File: config.mk
export PLATFORM = sky130hd
export DESIGN_NAME = mmio_regbank
export DESIGN_NICKNAME = d
export VERILOG_FILES = /design/src/rtl/mmio_pkg.sv /design/src/rtl/mmio_stall_fsm.sv /design/src/rtl/mmio_reg_array.sv /design/src/rtl/mmio_regbank.sv
export SDC_FILE = /design/constraint.sdc
export NUM_CORES = 1
export LEC_CHECK = 0
export ABC_CLOCK_PERIOD_IN_PS = 2300
export BUFFER_PORTS_ARGS = -buffer_cell sky130_fd_sc_hd__clkbuf_2
export CAP_MARGIN = 20
export CORE_UTILIZATION = 54
export DETAILED_ROUTE_END_ITERATION = 8
export PLACE_DENSITY = 0.77
export SLEW_MARGIN = 0
export SYNTH_ARGS = -nofsm -noshare
export SYNTH_HDL_FRONTEND = slang
export SYNTH_SLANG_ARGS = --single-unit
File: constraint.sdc
create_clock -name clk -period 2.3 [get_ports clk]
set_input_delay 0.46 -clock clk [delete_from_list [all_inputs] [get_ports clk]]
set_output_delay 0.46 -clock clk [all_outputs]
set_load 0.01 [all_outputs]
File: src/rtl/mmio_pkg.sv
`timescale 1ns/1ps
package mmio_pkg;

    typedef enum logic [1:0] {
        RSP_OKAY   = 2'b00,
        RSP_RSVD   = 2'b01,
        RSP_SLVERR = 2'b10,
        RSP_DECERR = 2'b11
    } resp_e;

    typedef enum logic [1:0] {
        ST_IDLE  = 2'b00,
        ST_HOLD  = 2'b01,
        ST_GRANT = 2'b10
    } stall_st_e;

endpackage

File: src/rtl/mmio_stall_fsm.sv
`timescale 1ns/1ps
module mmio_stall_fsm #(
    parameter int WAIT_CYCLES = 2
) (
    input  logic clk,
    input  logic rst,
    input  logic req,
    output logic stall,
    output logic accept
);
    import mmio_pkg::*;

    localparam int CW    = (WAIT_CYCLES > 1) ? $clog2(WAIT_CYCLES) : 1;
    localparam int RELOAD = (WAIT_CYCLES > 0) ? WAIT_CYCLES - 1 : 0;

    stall_st_e state_q, state_d;
    logic [CW-1:0] cnt_q, cnt_d;

    // state register
    always_ff @(posedge clk) begin
        if (rst) begin
            state_q <= ST_IDLE;
            cnt_q   <= '0;
        end else begin
            state_q <= state_d;
            cnt_q   <= cnt_d;
        end
    end

    // next-state logic
    always_comb begin
        state_d = state_q;
        cnt_d   = cnt_q;
        unique case (state_q)
            ST_IDLE: begin
                if (req && (WAIT_CYCLES != 0)) begin
                    if (WAIT_CYCLES == 1) begin
                        state_d = ST_GRANT;
                    end else begin
                        state_d = ST_HOLD;
                        cnt_d   = CW'(RELOAD);
                    end
                end
            end
            ST_HOLD: begin
                if (!req) begin
                    state_d = ST_IDLE;
                end else if (cnt_q == CW'(1)) begin
                    state_d = ST_GRANT;
                end else begin
                    cnt_d = cnt_q - CW'(1);
                end
            end
            ST_GRANT: begin
                state_d = ST_IDLE;
            end
            default: begin
                state_d = ST_IDLE;
            end
        endcase
    end

    // outputs
    always_comb begin
        stall  = 1'b0;
        accept = 1'b0;
        if (!rst) begin
            unique case (state_q)
                ST_IDLE: begin
                    stall  = req && (WAIT_CYCLES != 0);
                    accept = req && (WAIT_CYCLES == 0);
                end
                ST_HOLD: begin
                    stall  = req;
                end
                ST_GRANT: begin
                    accept = req;
                end
                default: begin
                    stall  = 1'b0;
                end
            endcase
        end
    end

endmodule

File: src/rtl/mmio_reg_array.sv
`timescale 1ns/1ps
module mmio_reg_array #(
    parameter int NUM_REGS = 8,
    parameter int DATA_W   = 32,
    parameter int IDX_W    = 3
) (
    input  logic                  clk,
    input  logic                  rst,
    input  logic                  we,
    input  logic [IDX_W-1:0]      widx,
    input  logic [DATA_W-1:0]     wdata,
    input  logic [DATA_W/8-1:0]   be,
    input  logic [IDX_W-1:0]      ridx,
    output logic [DATA_W-1:0]     rdata
);
    localparam int LANES = DATA_W / 8;

    logic [NUM_REGS*DATA_W-1:0] flat;

    for (genvar g = 0; g < NUM_REGS; g++) begin : g_word
        logic hit;
        assign hit = we && (widx == IDX_W'(g));
        for (genvar l = 0; l < LANES; l++) begin : g_lane
            logic [7:0] lane_q;
            always_ff @(posedge clk) begin
                if (rst) begin
                    lane_q <= 8'h00;
                end else if (hit && be[l]) begin
                    lane_q <= wdata[l*8 +: 8];
                end
            end
            assign flat[g*DATA_W + l*8 +: 8] = lane_q;
        end
    end

    always_comb begin
        if (32'(ridx) < NUM_REGS) begin
            rdata = flat[ridx*DATA_W +: DATA_W];
        end else begin
            rdata = '0;
        end
    end

endmodule

File: src/rtl/mmio_regbank.sv
`timescale 1ns/1ps
module mmio_regbank #(
    parameter int NUM_REGS    = 8,
    parameter int ADDR_W      = 4,
    parameter int DATA_W      = 32,
    parameter int WAIT_CYCLES = 2
) (
    input  logic                clk,
    input  logic                rst,
    input  logic [ADDR_W-1:0]   req_addr,
    input  logic                req_read,
    input  logic                req_write,
    input  logic [DATA_W-1:0]   req_wdata,
    input  logic [DATA_W/8-1:0] req_be,
    output logic [DATA_W-1:0]   rsp_rdata,
    output logic [1:0]          rsp_code,
    output logic                stall,
    output logic                conflict_err
);
    import mmio_pkg::*;

    localparam int IDX_W = (NUM_REGS > 1) ? $clog2(NUM_REGS) : 1;

    logic              accept;
    logic              in_range;
    logic              wr_en;
    logic [IDX_W-1:0]  idx;
    logic [DATA_W-1:0] arr_rdata;
    logic              conflict_q;

    assign in_range = 32'(req_addr) < NUM_REGS;
    assign idx      = req_addr[IDX_W-1:0];
    assign wr_en    = accept && req_write && in_range;

    mmio_stall_fsm #(
        .WAIT_CYCLES (WAIT_CYCLES)
    ) u_fsm (
        .clk    (clk),
        .rst    (rst),
        .req    (req_read || req_write),
        .stall  (stall),
        .accept (accept)
    );

    mmio_reg_array #(
        .NUM_REGS (NUM_REGS),
        .DATA_W   (DATA_W),
        .IDX_W    (IDX_W)
    ) u_regs (
        .clk   (clk),
        .rst   (rst),
        .we    (wr_en),
        .widx  (idx),
        .wdata (req_wdata),
        .be    (req_be),
        .ridx  (idx),
        .rdata (arr_rdata)
    );

    always_ff @(posedge clk) begin
        if (rst) begin
            conflict_q <= 1'b0;
        end else if (accept && req_read && req_write) begin
            conflict_q <= 1'b1;
        end
    end

    always_comb begin
        rsp_rdata = '0;
        rsp_code  = RSP_OKAY;
        if (accept) begin
            rsp_code = in_range ? RSP_OKAY : RSP_SLVERR;
            if (req_read && !req_write && in_range) begin
                rsp_rdata = arr_rdata;
            end
        end
    end

    assign conflict_err = conflict_q;

endmodule

==> results of run 1 <==
[kinds of logic after synthesis]
kind of cell,Yosys count,synth area share [%]
simple gates,289,12.7
mux,205,24.1
other cells,1,0.0317
buf+inv,126,4.82
flops,260,44.0
compound gates,227,14.2
[what timing repair did]
action                                  CTS  global route
cloned                                    1             0
pin swaps                                 0             3
endpoints found under the setup margin   32            32
resized for setup                         2            26
buffers inserted                          2             2
[worst register-to-register path: stages (launching register included)]
cell	delay, ps
sky130_fd_sc_hd__dfxtp_2	350
sky130_fd_sc_hd__or4b_4	520
sky130_fd_sc_hd__buf_4	370
sky130_fd_sc_hd__o311ai_0	500
sky130_fd_sc_hd__o21ai_0	170
[path summary, 6_finish.rpt]
kind / slack, ps / startpoint / endpoint / depth (start not counted)
worst max-delay path: -410 / u_fsm.state_q[1]$_SDFFE_PP0P_ / rsp_rdata[4] / 6
worst min-delay path: 180 / req_wdata[31] / u_regs.g_word[7].g_lane[3].lane_q[7]$_SDFFE_PP0P_ / 3
worst min register to register: 460 / u_fsm.cnt_q$_SDFFE_PP0P_ / u_fsm.state_q[0]$_SDFFE_PP0P_ / 1
worst max register to register: 230 / u_fsm.state_q[1]$_SDFFE_PP0P_ / u_regs.g_word[1].g_lane[1].lane_q[6]$_SDFFE_PP0P_ / 4
[flip-flops by register name (all words and copies together) (netlist names)]
signal                       flops
conflict_err                     1
u_fsm.state_q                    2
u_fsm.cnt_q                      1
u_regs.g_word.g_lane.lane_q    256
[through the flow]
stage | cells | util (%) | setup WS (ps) | power (mW)
floorplan | 1108 | - | 4.18 | 4.94
detailed placement | 1423 | 60.1 | -84.4 | 5.14
global placement | 1423 | 60.1 | -80.2 | 5.14
finish | 1478 | 65.0 | -405 | 9.72
CTS | 1476 | 64.8 | -445 | 9.75
global route | 1478 | 65.0 | -484 | 9.97
[power groups by stage]
| stage | Sequential, mW | Combinational, mW | Clock (mW) |
|---|---|---|---|
| floorplan | 4.61 | 0.331 | 0 |
| global placement | 4.61 | 0.527 | 0 |
| global route | 4.51 | 0.575 | 4.89 |
| finish | 4.51 | 0.541 | 4.66 |
| CTS | 4.51 | 0.533 | 4.70 |
| detailed placement | 4.61 | 0.531 | 0 |
[cells in the final DEF (no fill, tap or decap), types with 10 or more instances in the layout]
master	n
sky130_fd_sc_hd__buf_2	17
sky130_fd_sc_hd__o311ai_0	60
sky130_fd_sc_hd__a31o_1	35
sky130_fd_sc_hd__nand3_1	20
sky130_fd_sc_hd__a22o_1	31
sky130_fd_sc_hd__buf_12	10
sky130_fd_sc_hd__dfxtp_1	259
sky130_fd_sc_hd__nand2_1	151
sky130_fd_sc_hd__o21ai_0	54
sky130_fd_sc_hd__nor4_1	40
sky130_fd_sc_hd__mux2i_1	141
sky130_fd_sc_hd__buf_4	74
sky130_fd_sc_hd__mux4_2	64
sky130_fd_sc_hd__nand2b_1	26
sky130_fd_sc_hd__clkbuf_2	58
sky130_fd_sc_hd__clkbuf_16	27
sky130_fd_sc_hd__o21ai_1	16
[routing by layer]
metal	share of wire (%)	wire length, µm
met1	43	13400
met2	47	14800
met3	7.6	2400
met4	2.8	888
met5	0	0
[cell type report]
class	count	area (µm²)
clock buffer	36	749
timing repair buffer	162	1170
clock inverter	14	206
inverter	8	35.0
antenna	1	2.50
fill	1645	7440
tap	275	344
sequential	260	5210
multi-input combinational	722	6070
==> impl_metrics.prom, run 1 <==
# TYPE chip_impl_metric gauge
chip_impl_info{name="outcome",value="finished, violations left"} 1
chip_impl_info{name="failed_checks",value="setup timing"} 1
chip_impl_metric{name="detail-route-antenna-nets",unit=""} 0
chip_impl_metric{name="final_net_count",unit=""} 1225
chip_impl_info{name="worst_hold_path_type",value="in -> reg"} 1
chip_impl_metric{name="syn_avg_cell_area",unit="µm²"} 10.7
chip_impl_metric{name="power_density",unit="mW/mm²"} 705
chip_impl_metric{name="cts_buffer_depth",unit=""} 3
chip_impl_metric{name="die-area",unit="mm²"} 0.0225
chip_impl_metric{name="whs",unit="ps"} 184
chip_impl_metric{name="critical-path-max-stage-delay",unit="ps"} 520
chip_impl_metric{name="setup_slack",unit="ps"} -405
chip_impl_metric{name="max-slew-margin-rel",unit="%"} 48.0
chip_impl_metric{name="ys.warnings.count",unit=""} 0
chip_impl_metric{name="post-route-min-period",unit="ps"} 2710
chip_impl_info{name="largest_cells_by_area_after_synthesis",value="sky130_fd_sc_hd__dfxtp_1, sky130_fd_sc_hd__mux4_2, sky130_fd_sc_hd__mux2i_1"} 1
chip_impl_info{name="cts_root_buf",value="sky130_fd_sc_hd__clkbuf_16"} 1
chip_impl_metric{name="detailedPlacementHpwl",unit="µm"} 20400
chip_impl_metric{name="post-synth-top-area-fraction",unit="%"} 44.0
chip_impl_metric{name="finalWirelength",unit="µm"} 31600
chip_impl_metric{name="tritoncts.num_buffers",unit=""} 27
chip_impl_metric{name="synthArstFlopShare",unit="%"} 0
chip_impl_metric{name="drc_errors",unit=""} 0
chip_impl_metric{name="critical_path_peak_fanout",unit=""} 12
chip_impl_info{name="routing_layer_with_the_top_usage_in_global_route",value="met2"} 1
chip_impl_metric{name="max_freq",unit="MHz"} 370
chip_impl_info{name="yosys_most_used_dff",value="sky130_fd_sc_hd__dfxtp_1"} 1
chip_impl_metric{name="worstMarginPinSlew",unit="ps"} 780
chip_impl_metric{name="grt_pass1_vias",unit=""} 9316
chip_impl_metric{name="synth_nets",unit=""} 1152
chip_impl_metric{name="placement.io_buffers",unit=""} 78
chip_impl_metric{name="power_report.internal_total",unit="mW"} 7.53
chip_impl_metric{name="htree_num_levels",unit=""} 1
chip_impl_metric{name="p_switching",unit="mW"} 2.19
chip_impl_metric{name="cts_hold_buf",unit=""} 0
chip_impl_metric{name="synthCells",unit=""} 1108
chip_impl_info{name="cts_tree",value="done"} 1
chip_impl_metric{name="finalCritPeriodShare",unit="%"} 118
chip_impl_metric{name="sequentialPowerShare",unit="%"} 46.4
chip_impl_metric{name="placementRows",unit=""} 53
chip_impl_metric{name="drtPass1Iterations",unit=""} 5
chip_impl_metric{name="pwr-share-comb",unit="%"} 5.6
chip_impl_metric{name="place.gp.congestion",unit=""} 0.822
chip_impl_metric{name="vias",unit=""} 9597
chip_impl_metric{name="worst_clock_skew",unit="ps"} 14.9
chip_impl_info{name="synth.most_common_cell",value="sky130_fd_sc_hd__dfxtp_1"} 1
chip_impl_info{name="worst_setup_path_end_kind",value="output port"} 1
chip_impl_metric{name="io_pins",unit=""} 80
chip_impl_metric{name="max-vdd-ir-drop",unit="V"} 0.000422
chip_impl_metric{name="dpl-instance-area",unit="mm²"} 0.0128
chip_impl_metric{name="synth-edff-count",unit=""} 0
chip_impl_metric{name="timing.final.hold_violations",unit=""} 0
chip_impl_info{name="netlist_top_cells_count",value="sky130_fd_sc_hd__dfxtp_1, sky130_fd_sc_hd__nand2_1, sky130_fd_sc_hd__mux2i_1"} 1
chip_impl_metric{name="final.setup.tns",unit="ps"} -11970
chip_impl_metric{name="coreArea",unit="mm²"} 0.0212
chip_impl_metric{name="grt_max_degree",unit=""} 161
chip_impl_metric{name="setup_viol",unit=""} 32
chip_impl_metric{name="grtUsageMet1",unit="%"} 38.8
chip_impl_metric{name="max_cap_viol_count",unit=""} 0
chip_impl_metric{name="slew_violations",unit=""} 0
chip_impl_info{name="cp_top_family",value="simple AND/OR/NAND/NOR gates"} 1
chip_impl_metric{name="clock_insertion_delay_worst_skew",unit="ps"} 530
chip_impl_metric{name="synth_seq_area_share",unit="%"} 44.0
chip_impl_metric{name="groute.usage.overall",unit="%"} 28.5
chip_impl_metric{name="routedWlPerCell",unit="µm"} 21.4
chip_impl_metric{name="grt_antenna_before_repair",unit=""} 1
chip_impl_metric{name="numClockSinks",unit=""} 260
chip_impl_info{name="worst_path_max_delay_cell",value="sky130_fd_sc_hd__or4b_4"} 1
chip_impl_metric{name="detail_route.vias_per_cell",unit=""} 6.49
chip_impl_metric{name="starting_density_of_the_core",unit="%"} 55.7
chip_impl_metric{name="clk_transition_reported_paths",unit="ps"} 60
chip_impl_metric{name="syn-cell-area",unit="mm²"} 0.0118
chip_impl_metric{name="cellLeakagePower",unit="nW"} 5.72
chip_impl_metric{name="grt_first_pass_wirelength",unit="µm"} 50300
chip_impl_info{name="worst-setup-path-type",value="reg -> out"} 1
chip_impl_metric{name="grt.met2_usage",unit="%"} 45.6
chip_impl_metric{name="chipWidth",unit="µm"} 150
chip_impl_metric{name="grtUsageMet3",unit="%"} 5.15
chip_impl_metric{name="stdcell_area",unit="mm²"} 0.0138
chip_impl_info{name="unrepaired_setup_endpoints_after_global_routing",value="true"} 1
chip_impl_metric{name="share_clk_of_total_power",unit="%"} 48.0
chip_impl_metric{name="ys_seq_elements",unit=""} 260
chip_impl_metric{name="area_delta_synth_final",unit="%"} 16.6
chip_impl_metric{name="arrival_time_worst_endpoint",unit="ps"} 2250
chip_impl_metric{name="yosysUniqueCellTypes",unit=""} 41
chip_impl_info{name="yosys.area.top_type",value="sky130_fd_sc_hd__dfxtp_1"} 1
chip_impl_metric{name="initial_drt_markers",unit=""} 916
chip_impl_metric{name="timing.critical_path.required",unit="ps"} 1840
chip_impl_metric{name="crit_buf_inv",unit=""} 3
chip_impl_info{name="timing.critical_path.cells",value="or4b_4 -> nor3_4 -> buf_4 -> buf_12 -> a22o_1 -> clkbuf_2"} 1
chip_impl_metric{name="sw_frac_of_total",unit="%"} 22.5
chip_impl_metric{name="fraction_of_final_layout_cells_with_drive_strength_greater_than_1",unit="%"} 24.7
chip_impl_metric{name="globalRouteOverflowTotal",unit=""} 0
chip_impl_info{name="start_kind",value="flop"} 1
chip_impl_metric{name="die_h",unit="µm"} 150
No activity file was read; power rests on OpenSTA's default activity.
==> run 2, diff against run 1 <==
- MAX_ROUTING_LAYER: default -> met4
==> impl_metrics.prom, run 2 (synthesized netlist as in run 1, its figures left out) <==
# TYPE chip_impl_metric gauge
chip_impl_info{name="outcome",value="finished, violations left"} 1
chip_impl_info{name="failed_checks",value="setup timing"} 1
chip_impl_info{name="startpoint",value="u_fsm.state_q[1]$_SDFFE_PP0P_"} 1
chip_impl_metric{name="drc_errors",unit=""} 0
chip_impl_metric{name="grt_pass1_vias",unit=""} 9338
chip_impl_metric{name="groute.usage.overall",unit="%"} 29.4
chip_impl_metric{name="stdcell_area",unit="mm²"} 0.0138
chip_impl_metric{name="max_cap_viol_count",unit=""} 0
chip_impl_metric{name="final.setup.tns",unit="ps"} -12120
chip_impl_metric{name="arrival_time_worst_endpoint",unit="ps"} 2250
chip_impl_metric{name="finalCritPeriodShare",unit="%"} 118
chip_impl_metric{name="io_pins",unit=""} 80
chip_impl_info{name="worst_hold_path_type",value="in -> reg"} 1
chip_impl_metric{name="dp_worst_setup_slack",unit="ps"} -84.4
chip_impl_metric{name="min_delay_path_depth",unit=""} 3
chip_impl_metric{name="sequentialPowerShare",unit="%"} 46.4
chip_impl_metric{name="fraction_of_final_layout_cells_with_drive_strength_greater_than_1",unit="%"} 24.7
chip_impl_metric{name="initial_drt_markers",unit=""} 1002
chip_impl_metric{name="finish.cell_count_without_fillers",unit=""} 1478
chip_impl_metric{name="cts_buffer_depth",unit=""} 3
chip_impl_metric{name="starting_density_of_the_core",unit="%"} 55.7
chip_impl_metric{name="numClockSinks",unit=""} 260
chip_impl_metric{name="p_switching",unit="mW"} 2.19
chip_impl_metric{name="max-vdd-ir-drop",unit="V"} 0.000420
chip_impl_metric{name="multi_input_area",unit="mm²"} 0.00607
chip_impl_metric{name="post-place-cells",unit=""} 1423
chip_impl_metric{name="grt_antenna_before_repair",unit=""} 1
chip_impl_info{name="layout_common_cells",value="sky130_fd_sc_hd__dfxtp_1, sky130_fd_sc_hd__nand2_1, sky130_fd_sc_hd__mux2i_1"} 1
chip_impl_info{name="timing.critical_path.cells",value="or4b_4 -> nor3_4 -> buf_4 -> buf_12 -> a22o_1 -> clkbuf_2"} 1
chip_impl_metric{name="detail-route-antenna-nets",unit=""} 0
chip_impl_info{name="top_register_by_number_of_flip_flops",value="u_regs.g_word.g_lane.lane_q"} 1
chip_impl_metric{name="die_h",unit="µm"} 150
chip_impl_metric{name="drtPass1Iterations",unit=""} 5
chip_impl_metric{name="sw_frac_of_total",unit="%"} 22.5
chip_impl_metric{name="grt_max_degree",unit=""} 161
chip_impl_metric{name="worst_clock_skew",unit="ps"} 14.4
chip_impl_info{name="unrepaired_setup_endpoints_after_global_routing",value="true"} 1
chip_impl_info{name="worst_path_max_delay_cell",value="sky130_fd_sc_hd__or4b_4"} 1
chip_impl_metric{name="timing.reg2reg.worst_path_depth",unit=""} 4
chip_impl_metric{name="cellLeakagePower",unit="nW"} 5.72
chip_impl_metric{name="setup_slack",unit="ps"} -409
chip_impl_metric{name="chipWidth",unit="µm"} 150
chip_impl_metric{name="vias",unit=""} 9611
chip_impl_metric{name="timing.critical_path.required",unit="ps"} 1840
chip_impl_metric{name="whs",unit="ps"} 183
chip_impl_info{name="critical_path.endpoint",value="rsp_rdata[4]"} 1
chip_impl_metric{name="power_density",unit="mW/mm²"} 705
chip_impl_metric{name="reg2reg_setup_slack",unit="ps"} 230
chip_impl_info{name="cts_root_buf",value="sky130_fd_sc_hd__clkbuf_16"} 1
chip_impl_metric{name="layout.filler_cells",unit=""} 1645
chip_impl_metric{name="placementRows",unit=""} 53
chip_impl_metric{name="layout.core_utilization",unit="%"} 65.0
chip_impl_metric{name="placement.io_buffers",unit=""} 78
chip_impl_metric{name="detailedPlacementHpwl",unit="µm"} 20400
chip_impl_metric{name="power_report.internal_total",unit="mW"} 7.53
chip_impl_metric{name="final_net_count",unit=""} 1225
chip_impl_metric{name="globalRouteOverflowTotal",unit=""} 0
chip_impl_metric{name="total_power",unit="mW"} 9.72
chip_impl_metric{name="clock_insertion_delay_worst_skew",unit="ps"} 530
chip_impl_metric{name="flip_flop_count_of_the_largest_register_all_copies_and_words_added",unit=""} 256
chip_impl_info{name="reg2reg_start",value="u_fsm.state_q[1]$_SDFFE_PP0P_"} 1
chip_impl_metric{name="timing.final.hold_violations",unit=""} 0
chip_impl_metric{name="critical-path-max-stage-delay",unit="ps"} 520
chip_impl_metric{name="detail_route.vias_per_cell",unit=""} 6.50
chip_impl_metric{name="share_clk_of_total_power",unit="%"} 48.0
chip_impl_metric{name="htree_num_levels",unit=""} 1
chip_impl_metric{name="max_freq",unit="MHz"} 369
chip_impl_info{name="worst_setup_path_end_kind",value="output port"} 1
chip_impl_metric{name="pwr-share-comb",unit="%"} 5.6
chip_impl_metric{name="routedWlPerCell",unit="µm"} 21.3
chip_impl_info{name="final_common_cell",value="sky130_fd_sc_hd__dfxtp_1"} 1
chip_impl_metric{name="clk_transition_reported_paths",unit="ps"} 60
chip_impl_info{name="reg_top3",value="u_regs.g_word.g_lane.lane_q x256, u_fsm.state_q x2"} 1
chip_impl_info{name="start_kind",value="flop"} 1
chip_impl_metric{name="place.gp.congestion",unit=""} 0.834
chip_impl_metric{name="grt_first_pass_wirelength",unit="µm"} 50300
chip_impl_metric{name="max-slew-margin-rel",unit="%"} 48.4
chip_impl_metric{name="register_area",unit="mm²"} 0.00521
chip_impl_metric{name="critical_path_peak_fanout",unit=""} 12
chip_impl_metric{name="area_delta_synth_final",unit="%"} 16.6
chip_impl_metric{name="die-area",unit="mm²"} 0.0225
chip_impl_metric{name="tritoncts.num_buffers",unit=""} 27
chip_impl_info{name="cts_tree",value="done"} 1
chip_impl_metric{name="worstMarginPinSlew",unit="ps"} 774
chip_impl_info{name="worst-setup-path-type",value="reg -> out"} 1
chip_impl_metric{name="coreArea",unit="mm²"} 0.0212
chip_impl_info{name="regToRegEndpoint",value="u_regs.g_word[1].g_lane[1].lane_q[6]$_SDFFE_PP0P_"} 1
chip_impl_metric{name="finalWirelength",unit="µm"} 31500
chip_impl_metric{name="slew_violations",unit=""} 0
chip_impl_metric{name="dpl-instance-area",unit="mm²"} 0.0128
chip_impl_metric{name="setup_viol",unit=""} 32
chip_impl_metric{name="post-route-min-period",unit="ps"} 2710
## run 2: power by group through the flow
stage | combinational (mW) | clock, mW | sequential, mW
floorplan | 0.331 | 0 | 4.61
global placement | 0.527 | 0 | 4.61
detailed placement | 0.531 | 0 | 4.61
CTS | 0.533 | 4.70 | 4.51
global route | 0.575 | 4.89 | 4.51
finish | 0.541 | 4.67 | 4.51
## run 2: cell type report
type	instances	area share (%)
multi-input combinational	722	44.0
sequential	260	37.8
timing repair buffer	162	8.48
clock buffer	36	5.44
tap	275	2.50
clock inverter	14	1.50
inverter	8	0.254
antenna	1	0.0182
## run 2: how the worst min path moves through the flow
| stage | slack, ps | startpoint | endpoint |
|---|---|---|---|
| 2_1_floorplan | 410 | u_fsm.cnt_q$_SDFFE_PP0P_ | u_fsm.state_q[0]$_SDFFE_PP0P_ |
| 3_3_place_gp | 430 | u_fsm.cnt_q$_SDFFE_PP0P_ | u_fsm.state_q[0]$_SDFFE_PP0P_ |
| 6_report | 180 | req_wdata[31] | u_regs.g_word[7].g_lane[3].lane_q[7]$_SDFFE_PP0P_ |
| 5_1_grt | 180 | req_wdata[30] | u_regs.g_word[7].g_lane[3].lane_q[6]$_SDFFE_PP0P_ |
| 4_1_cts | 160 | req_wdata[31] | u_regs.g_word[7].g_lane[3].lane_q[7]$_SDFFE_PP0P_ |
| 3_5_place_dp | 450 | u_fsm.cnt_q$_SDFFE_PP0P_ | u_fsm.state_q[0]$_SDFFE_PP0P_ |
## run 2: layer usage
| metal | global-route usage (%) | wire (µm) | up-vias |
|---|---|---|---|
| met5 | - | 0 | - |
| met4 | 10.1 | 897 | 0 |
| met3 | 5.09 | 2410 | 69 |
| met2 | 45.8 | 14700 | 429 |
| met1 | 38.6 | 13500 | 4753 |
| li1 | - | - | 4360 |
## run 2: worst max-delay path: cells and delay by family, from the launching register on
kind | cells | cell delay (ps)
simple gates | 2 | 770
buf+inv | 3 | 430
flops | 1 | 350
compound gates | 1 | 160
## run 2: what timing repair did
action	4_1_cts	5_1_grt
setup buffers	2	2
cloned	1	0
pin swaps	0	3
gates resized for setup	2	26
endpoints found under the setup margin	32	32
hold buffers	0	0
